--- src/rtl/refresh_pkg.sv ---
// Shared types for the refresh scheduler.
// Assumes: nothing beyond a synthesizable enum.
package refresh_pkg;

    // Sequencer states: waiting, precharging, command cycle, busy tail.
    typedef enum logic [1:0] {
        ST_IDLE = 2'd0,
        ST_PRE  = 2'd1,
        ST_FIRE = 2'd2,
        ST_BUSY = 2'd3
    } rfsh_state_e;

endpackage

--- src/rtl/refi_timer.sv ---
// Refresh interval timer.
// Counts down one refresh interval and pulses tick_o for one cycle at its
// end. The length of the next interval is picked at reload from hot_i, so a
// temperature change never shortens the interval in progress.
// Assumes: REFI_CYC >= 4 and even.
module refi_timer #(
    parameter int REFI_CYC = 1560
) (
    input  logic clk,
    input  logic rst_n,
    input  logic hot_i,
    output logic tick_o
);
    localparam int HOT_CYC = REFI_CYC / 2;
    localparam int CW      = $clog2(REFI_CYC);
    localparam logic [CW-1:0] LOAD_NORM = CW'(REFI_CYC - 1);
    localparam logic [CW-1:0] LOAD_HOT  = CW'(HOT_CYC - 1);

    logic [CW-1:0] cnt_q;

    assign tick_o = (cnt_q == '0);

    // Count down; reload at the end of each interval with the rate seen now.
    always_ff @(posedge clk) begin
        if (!rst_n) begin
            cnt_q <= LOAD_NORM;
        end else if (tick_o) begin
            cnt_q <= hot_i ? LOAD_HOT : LOAD_NORM;
        end else begin
            cnt_q <= cnt_q - 1'b1;
        end
    end

    AST_TICK_SINGLE: assert property (@(posedge clk) disable iff (!rst_n)
        tick_o |=> !tick_o);

endmodule

--- src/rtl/postpone_ctr.sv ---
// Postponement counter.
// Holds the number of refresh demands not yet served, saturating at MAX_PEND.
// A demand and a service in the same cycle cancel out.
// Assumes: take_i is only raised while at least one demand is pending.
module postpone_ctr #(
    parameter int MAX_PEND = 8
) (
    input  logic clk,
    input  logic rst_n,
    input  logic tick_i,
    input  logic take_i,
    output logic pend_nz_o,
    output logic full_o
);
    localparam int PW = $clog2(MAX_PEND + 1);
    localparam logic [PW-1:0] PEND_MAX = PW'(MAX_PEND);

    logic [PW-1:0] pend_q;

    assign pend_nz_o = (pend_q != '0);
    assign full_o    = (pend_q == PEND_MAX);

    // Add demands, remove served ones, saturate at the limit.
    always_ff @(posedge clk) begin
        if (!rst_n) begin
            pend_q <= '0;
        end else if (tick_i && !take_i) begin
            if (pend_q != PEND_MAX) pend_q <= pend_q + 1'b1;
        end else if (!tick_i && take_i) begin
            pend_q <= pend_q - 1'b1;
        end
    end

    AST_PEND_CAP: assert property (@(posedge clk) disable iff (!rst_n)
        pend_q <= PEND_MAX);
    AST_NO_UNDERFLOW: assert property (@(posedge clk) disable iff (!rst_n)
        take_i |-> pend_q != '0);

endmodule

--- src/rtl/refresh_fsm.sv ---
// Refresh sequencer.
// Runs the handshake with the arbiter, the precharge-all step (all-bank
// mode), the one-cycle command and the busy window of rfc_i cycles. In
// per-bank mode it rotates a target bank pointer and flags only that bank.
// Assumes: NUM_BANKS >= 2; rfc_i is sampled in the command cycle.
module refresh_fsm
    import refresh_pkg::*;
#(
    parameter int NUM_BANKS = 8,
    parameter int RFC_W     = 8,
    parameter int BANK_W    = $clog2(NUM_BANKS)
) (
    input  logic                 clk,
    input  logic                 rst_n,
    input  logic                 pend_nz_i,
    input  logic                 gnt_i,
    input  logic                 bank_mode_i,
    input  logic                 all_idle_i,
    input  logic [RFC_W-1:0]     rfc_i,
    output logic                 req_o,
    output logic                 prech_o,
    output logic                 ab_ref_o,
    output logic                 pb_ref_o,
    output logic [BANK_W-1:0]    pb_bank_o,
    output logic                 rank_busy_o,
    output logic [NUM_BANKS-1:0] bank_busy_o,
    output logic                 take_o
);
    localparam logic [BANK_W-1:0] LAST_BANK = BANK_W'(NUM_BANKS - 1);

    rfsh_state_e       state_q;
    logic [RFC_W-1:0]  busy_cnt_q;
    logic              pb_sel_q;
    logic [BANK_W-1:0] bank_ptr_q;
    logic [BANK_W-1:0] busy_bank_q;
    logic              active;
    logic [BANK_W-1:0] tgt_bank;

    assign req_o       = (state_q == ST_IDLE) && pend_nz_i;
    assign prech_o     = (state_q == ST_PRE);
    assign ab_ref_o    = (state_q == ST_FIRE) && !pb_sel_q;
    assign pb_ref_o    = (state_q == ST_FIRE) && pb_sel_q;
    assign pb_bank_o   = bank_ptr_q;
    assign take_o      = (state_q == ST_FIRE);
    assign active      = (state_q == ST_FIRE) || (state_q == ST_BUSY);
    assign rank_busy_o = active && !pb_sel_q;
    assign tgt_bank    = (state_q == ST_FIRE) ? bank_ptr_q : busy_bank_q;

    // One busy flag per bank, set only for the bank being refreshed.
    for (genvar gb = 0; gb < NUM_BANKS; gb++) begin : g_bank_busy
        assign bank_busy_o[gb] = active && pb_sel_q && (tgt_bank == BANK_W'(gb));
    end

    // Sequencer state, busy countdown, mode latch and bank rotation.
    always_ff @(posedge clk) begin
        if (!rst_n) begin
            state_q     <= ST_IDLE;
            busy_cnt_q  <= '0;
            pb_sel_q    <= 1'b0;
            bank_ptr_q  <= '0;
            busy_bank_q <= '0;
        end else begin
            case (state_q)
                ST_IDLE: begin
                    if (req_o && gnt_i) begin
                        pb_sel_q <= bank_mode_i;
                        state_q  <= bank_mode_i ? ST_FIRE : ST_PRE;
                    end
                end
                ST_PRE: begin
                    if (all_idle_i) state_q <= ST_FIRE;
                end
                ST_FIRE: begin
                    busy_cnt_q  <= (rfc_i > RFC_W'(1)) ? rfc_i - 1'b1 : '0;
                    state_q     <= (rfc_i > RFC_W'(1)) ? ST_BUSY : ST_IDLE;
                    busy_bank_q <= bank_ptr_q;
                    if (pb_sel_q) begin
                        bank_ptr_q <= (bank_ptr_q == LAST_BANK) ? '0 : bank_ptr_q + 1'b1;
                    end
                end
                ST_BUSY: begin
                    busy_cnt_q <= busy_cnt_q - 1'b1;
                    if (busy_cnt_q == RFC_W'(1)) state_q <= ST_IDLE;
                end
                default: state_q <= ST_IDLE;
            endcase
        end
    end

    AST_REQ_HOLD: assert property (@(posedge clk) disable iff (!rst_n)
        req_o && !gnt_i |=> req_o);
    AST_PRE_BEFORE_CMD: assert property (@(posedge clk) disable iff (!rst_n)
        ab_ref_o |-> $past(prech_o) && $past(all_idle_i));
    AST_CMD_ONE_CYCLE: assert property (@(posedge clk) disable iff (!rst_n)
        (ab_ref_o || pb_ref_o) |=> !(ab_ref_o || pb_ref_o));
    AST_CMD_EXCL: assert property (@(posedge clk) disable iff (!rst_n)
        !(ab_ref_o && pb_ref_o));
    AST_BANK_ONEHOT: assert property (@(posedge clk) disable iff (!rst_n)
        $onehot0(bank_busy_o));
    AST_RANK_VS_BANK: assert property (@(posedge clk) disable iff (!rst_n)
        rank_busy_o |-> bank_busy_o == '0);

endmodule

--- src/rtl/window_ctr.sv ---
// Retention window counter.
// Counts refreshes in all-bank equivalents (NUM_BANKS per-bank commands make
// one) and flags the command that completes a window of WIN_CMDS.
// Assumes: NUM_BANKS >= 2, WIN_CMDS >= 2; commands are one cycle wide.
module window_ctr #(
    parameter int NUM_BANKS = 8,
    parameter int WIN_CMDS  = 8192
) (
    input  logic clk,
    input  logic rst_n,
    input  logic ab_ref_i,
    input  logic pb_ref_i,
    output logic done_o
);
    localparam int SW = $clog2(NUM_BANKS);
    localparam int WW = $clog2(WIN_CMDS);
    localparam logic [SW-1:0] SUB_LAST = SW'(NUM_BANKS - 1);
    localparam logic [WW-1:0] WIN_LAST = WW'(WIN_CMDS - 1);

    logic [SW-1:0] sub_q;
    logic [WW-1:0] win_q;
    logic          equiv;

    assign equiv  = ab_ref_i || (pb_ref_i && sub_q == SUB_LAST);
    assign done_o = equiv && (win_q == WIN_LAST);

    // Per-bank sub-count toward one all-bank equivalent.
    always_ff @(posedge clk) begin
        if (!rst_n) begin
            sub_q <= '0;
        end else if (pb_ref_i) begin
            sub_q <= (sub_q == SUB_LAST) ? '0 : sub_q + 1'b1;
        end
    end

    // Equivalents within the current retention window, wrapping at its end.
    always_ff @(posedge clk) begin
        if (!rst_n) begin
            win_q <= '0;
        end else if (equiv) begin
            win_q <= (win_q == WIN_LAST) ? '0 : win_q + 1'b1;
        end
    end

    AST_WIN_WITH_CMD: assert property (@(posedge clk) disable iff (!rst_n)
        done_o |-> (ab_ref_i || pb_ref_i));
    AST_WIN_SPACED: assert property (@(posedge clk) disable iff (!rst_n)
        done_o |=> !done_o);

endmodule

--- src/rtl/refresh_sched.sv ---
// DRAM refresh interval scheduler for one rank.
// Joins the interval timer, postponement counter, sequencer and window
// counter. Refresh commands carry no row address; the device picks rows.
// Assumes: the arbiter honours urgent_o and routes prech_all_o to a
// precharge-all command; all_idle_i comes from the bank state tracker.
module refresh_sched #(
    parameter int REFI_CYC  = 1560,
    parameter int NUM_BANKS = 8,
    parameter int MAX_PEND  = 8,
    parameter int WIN_CMDS  = 8192,
    parameter int RFC_W     = 8,
    parameter int BANK_W    = $clog2(NUM_BANKS)
) (
    input  logic                 clk,
    input  logic                 rst_n,
    input  logic                 temp_hot_i,
    input  logic                 bank_mode_i,
    input  logic [RFC_W-1:0]     rfc_cyc_i,
    input  logic                 slot_gnt_i,
    input  logic                 all_idle_i,
    output logic                 slot_req_o,
    output logic                 urgent_o,
    output logic                 prech_all_o,
    output logic                 ab_ref_o,
    output logic                 pb_ref_o,
    output logic [BANK_W-1:0]    pb_bank_o,
    output logic                 rank_busy_o,
    output logic [NUM_BANKS-1:0] bank_busy_o,
    output logic                 window_done_o
);
    logic tick;
    logic take;
    logic pend_nz;

    refi_timer #(.REFI_CYC(REFI_CYC)) timer_i (
        .clk    (clk),
        .rst_n  (rst_n),
        .hot_i  (temp_hot_i),
        .tick_o (tick)
    );

    postpone_ctr #(.MAX_PEND(MAX_PEND)) pend_i (
        .clk       (clk),
        .rst_n     (rst_n),
        .tick_i    (tick),
        .take_i    (take),
        .pend_nz_o (pend_nz),
        .full_o    (urgent_o)
    );

    refresh_fsm #(
        .NUM_BANKS (NUM_BANKS),
        .RFC_W     (RFC_W),
        .BANK_W    (BANK_W)
    ) fsm_i (
        .clk         (clk),
        .rst_n       (rst_n),
        .pend_nz_i   (pend_nz),
        .gnt_i       (slot_gnt_i),
        .bank_mode_i (bank_mode_i),
        .all_idle_i  (all_idle_i),
        .rfc_i       (rfc_cyc_i),
        .req_o       (slot_req_o),
        .prech_o     (prech_all_o),
        .ab_ref_o    (ab_ref_o),
        .pb_ref_o    (pb_ref_o),
        .pb_bank_o   (pb_bank_o),
        .rank_busy_o (rank_busy_o),
        .bank_busy_o (bank_busy_o),
        .take_o      (take)
    );

    window_ctr #(
        .NUM_BANKS (NUM_BANKS),
        .WIN_CMDS  (WIN_CMDS)
    ) win_i (
        .clk      (clk),
        .rst_n    (rst_n),
        .ab_ref_i (ab_ref_o),
        .pb_ref_i (pb_ref_o),
        .done_o   (window_done_o)
    );

    AST_URGENT_REQ: assert property (@(posedge clk) disable iff (!rst_n)
        urgent_o && !take |=> slot_req_o || prech_all_o || rank_busy_o
                             || bank_busy_o != '0 || ab_ref_o || pb_ref_o);

endmodule

--- config.mk ---
export PLATFORM = sky130hd
export DESIGN_NAME = refresh_sched
export DESIGN_NICKNAME = d
export VERILOG_FILES = /design/src/rtl/refresh_pkg.sv /design/src/rtl/refi_timer.sv /design/src/rtl/postpone_ctr.sv /design/src/rtl/refresh_fsm.sv /design/src/rtl/window_ctr.sv /design/src/rtl/refresh_sched.sv
export SDC_FILE = /design/constraint.sdc
export NUM_CORES = 1
export LEC_CHECK = 0
export BUFFER_PORTS_ARGS = -buffer_cell sky130_fd_sc_hd__buf_2
export CAP_MARGIN = 20
export CORE_AREA = 2 2 77 79
export CTS_BUF_LIST = sky130_fd_sc_hd__clkbuf_8 sky130_fd_sc_hd__clkbuf_16
export DETAILED_ROUTE_END_ITERATION = 10
export DIE_AREA = 0 0 79 81
export MAX_ROUTING_LAYER = met4
export PLACE_DENSITY = 0.68
export SLEW_MARGIN = 25
export SYNTH_ARGS = -nofsm -noshare
export SYNTH_HDL_FRONTEND = slang
export SYNTH_SLANG_ARGS = --single-unit
export TNS_END_PERCENT = 1
--- constraint.sdc ---
create_clock -name clk -period 3.25 [get_ports clk]
set_input_delay 0.1625 -clock clk [delete_from_list [all_inputs] [get_ports clk]]
set_output_delay 0.1625 -clock clk [all_outputs]
set_load 0.05 [all_outputs]
==> metrics.txt, run 1 <==
synthesized area=2690 µm²; fmax=378 MHz; CTS Sinks=48; Post-Synth Adder-Cell Area=6.80%; CTS tree=yes; final worst setup slack=604 ps; Final Skew=10.9 ps; Slew Limit Fails=0; initial antenna violation count=0; 1st-pass router iterations=4; I/O pins=32; Syn Inst Count=335; share of the synthesized area in the top cell type=35.8%; vias in the first global route=2161; top_reg_cell synth=dfxtp_1; ANT nets after route=0; most common cell in the netlist=dfxtp_1; Final #Nets=389; setup repair after global routing missed its margin=false; Worst-path clk slew=100 ps; period utilization=81.4%; Compound-Gate Fraction of Synth Area=13.0%; Async SR Flop Fraction=0%; Final Hold Viols=0; Slew @ Worst Pin=595 ps; leading area contributor after synthesis=dfxtp_1; Post-synth EDFFs=0; fin crit period=2650 ps; Post-CTS Hold Buffers=0; DP Cell Count=429; Critical Path End Type=primary output; full die area=6400 µm²; hold depth=3; Synth Area in Simple Gates=29.5%; GR Overflow Total=0; R2R Setup Slk=740 ps; synthesized area per cell=8.02 µm²; max-cap violation count=0; layout cells sized above 1=13.3%; worst min-delay path class=in2reg; Place WS=759 ps; Min-Delay Endpoint=fsm_i.pb_sel_q; top cells by count, synth=dfxtp_1 (48), nor2_1 (44), nand2_1 (40); Inserted Clock Buffers=5; r2r worst-path depth=9; DP HPWL=4.11 mm; All-Layer GR Usage=19.5%; Worst VDD drop=249 µV; GP Congestion=0.820; CTS max path bufs=2; worst hold slack=143 ps; Final setup viols=0; syn nets=363; H-tree levels=2; Netlist cell types=48; wire length of the first global-routing pass=9.62 mm; worst skew pair latency=310 ps; Starting Density=47.4%; post-CTS setup buffers=0; area grow syn2layout=10.8%; die width=79 µm; Die Y=81 µm; root buf cell=clkbuf_8; final non-filler cell total=437; initial DRC count=84; Routed WL=5.58 mm; Crit Path Class=reg2out; largest family of logic cells by synthesized area=simple AND/OR/NAND/NOR gates; Resized Gates After CTS=0; reg2reg start=timer_i.cnt_q[2]; Placeable Area=5680 µm²; P per Cell Area=339 nW/µm²; post-synthesis xor/xnor area fraction=8.15%; FF-to-FF End=pend_i.pend_q[3]; ANT cells=0; fraction of synthesized area in multiplexers=2.61%; wire per inst=12.8 µm; via count=2306; Hold Path Origin=bank_mode_i; Rel. slew slack=59.8%; DR DRC count=0; Yosys Warn Count=0; pin count of the biggest net entering global routing=29; Seq cells post-synth=48; row count=28; largest cells by area after synthesis=dfxtp_1 (36%), nor2_1 (6.1%), ha_1 (6.1%), nand2_1 (5.6%), xor2_1 (4.9%); Worst setup SP type=flop; arrival time of the worst setup path=2480 ps; outcome=finished clean; register area share after synthesis=35.8%; IO buf count=31; Setup TNS=0 ps; crit-path max FO=17; Worst EP required=3090 ps; leakage=1.21 nW; Vias/cell=5.28
[where the power goes]
part | total, mW | switching (mW) | leakage [nW] | internal, mW
clock | 0.367 | 0.212 | 0.0485 | 0.154
sequential | 0.594 | 0.00331 | 0.387 | 0.591
combinational | 0.0478 | 0.0295 | 0.773 | 0.0183
[state kept, by name, indices dropped and copies added, names as in the netlist]
register,count
fsm_i.busy_bank_q,3
fsm_i.busy_cnt_q,8
fsm_i.pb_bank_o,3
fsm_i.pb_sel_q,1
fsm_i.state_q,2
pend_i.pend_q,4
timer_i.cnt_q,11
win_i.sub_q,3
win_i.win_q,13
[kinds of logic (layout without fill, tap and decap cells)]
group / count (synthesis) / count (layout)
and+or+nand+nor: 156 / 156
buffers and inverters: 28 / 55
adders and majority gates: 14 / 14
DFF: 48 / 48
AOI/OAI and AO/OA: 57 / 57
muxes: 7 / 7
xor gates and xnor gates: 25 / 25
[layout make-up]
type | instances | area (µm²)
sequential | 48 | 961
timing repair buffer | 32 | 163
multi-input combinational | 259 | 1610
fill | 575 | 2700
tap | 75 | 93.8
clock inverter | 3 | 22.5
clock buffer | 5 | 68.8
inverter | 15 | 56.3
[critical path, stage by stage (launching register included)]
cell and delay (ps):
dfxtp_1 650, nand2b_1 430, or3_1 570, nor3_2 230, buf_2 290
[through the flow]
step | power [mW] | util, % | area [µm²]
after floorplan | 0.637 | - | 2690
after global placement | 0.654 | 50.9 | 2890
after detailed placement | 0.656 | 50.9 | 2890
after CTS | 1.02 | 52.5 | 2980
after global routing | 1.05 | 52.5 | 2980
final | 1.01 | 52.5 | 2980
[per-layer routing]
metal | global-route usage, % | wire [µm] | vias to the layer above
li1 | - | - | 1205
met1 | 24.6 | 2800 | 1052
met2 | 31.5 | 2490 | 41
met3 | 4.00 | 224 | 8
met4 | 6.03 | 76 | 0
met5 | - | 0 | -
[worst max-delay path by stage]
stage / slack [ps] / to / cells past startpoint / start
finish: 600 / window_done_o / 4 / fsm_i.state_q[1]
CTS: 620 / window_done_o / 4 / fsm_i.state_q[1]
detailed placement: 760 / pend_i.pend_q[3] / 9 / timer_i.cnt_q[2]
floorplan: 310 / pend_i.pend_q[0] / 5 / pend_i.pend_q[0]
global placement: 830 / pend_i.pend_q[3] / 9 / timer_i.cnt_q[2]
global route: 430 / window_done_o / 4 / fsm_i.state_q[1]
[placed cells by master, fill, tap and decap left out, types with 9 or more instances in the layout]
cell	n
xnor2_1	10
xor2_1	15
o21ai_0	13
nor2_1	44
dfxtp_1	48
a21oi_1	14
a31oi_1	9
inv_1	14
nand3_1	11
nor3_1	13
buf_2	31
ha_1	13
nand2_1	40
No activity file was read; power rests on OpenSTA's default activity.
==> run 2, diff against run 1 <==
--- a/config.mk
+++ b/config.mk
@@ -5,6 +5,7 @@
 export SDC_FILE = /design/constraint.sdc
 export NUM_CORES = 1
 export LEC_CHECK = 0
+export ABC_AREA = 1
 export BUFFER_PORTS_ARGS = -buffer_cell sky130_fd_sc_hd__buf_2
 export CAP_MARGIN = 20
 export CORE_AREA = 2 2 77 79
@@ -12,7 +13,7 @@
 export DETAILED_ROUTE_END_ITERATION = 10
 export DIE_AREA = 0 0 79 81
 export MAX_ROUTING_LAYER = met4
-export PLACE_DENSITY = 0.68
+export PLACE_DENSITY = 0.69
 export SLEW_MARGIN = 25
 export SYNTH_ARGS = -nofsm -noshare
 export SYNTH_HDL_FRONTEND = slang
==> constraint.sdc (replaced) <==
create_clock -name clk -period 2.5 [get_ports clk]
set_input_delay 0.125 -clock clk [delete_from_list [all_inputs] [get_ports clk]]
set_output_delay 0.125 -clock clk [all_outputs]
set_load 0.05 [all_outputs]
==> metrics.txt, run 2 <==
Async SR Flop Fraction=0%; worst hold slack=127 ps; root buf cell=clkbuf_8; Post-synth EDFFs=0; leading area contributor after synthesis=dfxtp_1; most frequent cells in the layout=nand2_1 (74), nor2_1 (74), inv_1 (54), dfxtp_1 (47), buf_2 (31); 1st-pass router iterations=4; Final Hold Viols=0; vias in the first global route=2320; Die Y=81 µm; fmax=468 MHz; Rel. slew slack=72.8%; Largest regs=win_i.win_q (13), timer_i.cnt_q (11), fsm_i.busy_cnt_q (8); worst min-delay path class=in2reg; Yosys Warn Count=0; Inserted Clock Buffers=5; max-cap violation count=0; ANT cells=0; GP Congestion=0.853; register area share after synthesis=35.2%; max layer used=met4; syn nets=426; top_reg_cell synth=dfxtp_1; crit-path max FO=11; Worst VDD drop=430 µV; pin count of the biggest net entering global routing=21; H-tree levels=2; layout cells sized above 1=12.9%; Worst-path clk slew=90 ps; DP Cell Count=500; Final setup viols=0; design area=3060 µm²; Final #Nets=460; Crit Path Class=reg2out; share of the synthesized area in the top cell type=35.2%; row count=28; DP HPWL=4.20 mm; P per Cell Area=692 nW/µm²; wire per inst=10.8 µm; Worst setup SP type=flop; Critical Path End Type=primary output; via count=2476; CTS max path bufs=2; Worst EP required=2380 ps; Setup TNS=0 ps; post-CTS setup buffers=0; wire length of the first global-routing pass=9.88 mm; setup repair after global routing missed its margin=false; Final Skew=4.30 ps; I/O pins=32; period utilization=85.5%; Vias/cell=4.87; DR DRC count=0; DRT met1 WL=2.81 mm; synthesized area per cell=6.86 µm²; worst-path cell chain=inv_1, nor2_4, or2_1, o21ai_0, inv_1, nand2_1, nor2_1, buf_2; GR Overflow Total=0; Slew @ Worst Pin=403 ps; Worst path max stage delay=470 ps; full die area=6400 µm²; Netlist cell types=36; Resized Gates After CTS=0; final non-filler cell total=508; outcome=finished clean; met2 WL=2.45 mm; area grow syn2layout=12.0%; CP max-delay cell=dfxtp_2; synthesized area=2730 µm²; leakage=1.41 nW; DP Area=2960 µm²; arrival time of the worst setup path=2010 ps; initial DRC count=141; WL met3=189 µm; Placeable Area=5680 µm²; All-Layer GR Usage=19.6%; top cells by count, synth=nand2_1 (74), nor2_1 (74), inv_1 (53); largest cells by area after synthesis=dfxtp_1 (35%), nand2_1 (10%), nor2_1 (10%), inv_1 (7.3%), ha_1 (6.0%); IO buf count=31; initial antenna violation count=0; ANT nets after route=0; CP most frequent cell=inv_1; Syn Inst Count=398; max reg flops=13; fin crit period=2140 ps; largest reg by FF count=win_i.win_q; fin util=53.9%; die width=79 µm; Starting Density=48.1%; CTS Sinks=48; Slew Limit Fails=0; Routed WL=5.49 mm; worst skew pair latency=300 ps; Seq cells post-synth=48; Post-CTS Hold Buffers=0; CTS tree=yes
## run 2: cell types whose count changed after synthesis, moves of 7 or more
cell and delta:
nor3_1 -7, nand3_1 +16, a31oi_1 -7, nor2_1 +30, nand2_1 +34, nor2b_1 -7, o21ai_0 +11, a21oi_1 +8
inv_1 +39
## run 2: per-stage QoR
stage               worst slack (ps)  power [mW]
CTS                             62.3        2.13
finish                           363        2.12
global route                     138        2.29
global placement                 442        1.63
detailed placement               409        1.64
floorplan                        566        1.50
## run 2: final timing paths
| kind | from | end | slack (ps) | cells past startpoint |
|---|---|---|---|---|
| max | fsm_i.state_q[1] | bank_busy_o[2] | 360 | 8 |
| min | slot_gnt_i | fsm_i.pb_sel_q | 130 | 3 |
| max reg2reg | timer_i.cnt_q[0] | pend_i.pend_q[3] | 410 | 12 |
| min reg2reg | timer_i.cnt_q[0] | timer_i.cnt_q[0] | 390 | 1 |
## run 2: critical path, delay by kind of cell (launching register included)
family / cells / cell delay (ps)
buf+inv: 3 / 550
flops: 1 / 470
simple gates: 4 / 540
compound gates: 1 / 150
## run 2: kinds of logic (layout without fill, tap and decap cells)
group | after synthesis | count (layout) | share of synthesized area (%)
XOR/XNOR | 15 | 15 | 4.81
AND/OR/NAND/NOR | 201 | 201 | 31.9
multiplexers | 1 | 1 | 0.366
AO/OA/AOI/OAI | 59 | 59 | 12.4
flip-flops | 48 | 48 | 35.2
buffers and inverters | 60 | 95 | 8.66
adder cells (fa/ha/maj) | 14 | 14 | 6.69
## run 2: cell type report
cell class | instances | area [µm²]
Clock buffer | 6 | 82.6
Clock inverter | 2 | 11.3
Fill cell | 590 | 2620
Inverter | 55 | 206
Multi-Input combinational cell | 290 | 1540
Sequential cell | 48 | 962
Tap cell | 75 | 93.8
Timing Repair Buffer | 32 | 163
## run 2: layer usage
metal  GRT usage [%]  up-vias
met5               -        -
met4            4.66        0
met3            4.11        4
li1                -     1335
met2            32.5       40
met1            24.8     1097
## run 2: report_power, final
part           internal [mW]  switching, mW  total (mW)
clock network          0.221          0.261       0.483
logic                  0.233          0.474       0.707
registers              0.846         0.0797       0.926
total                   1.30          0.815        2.12
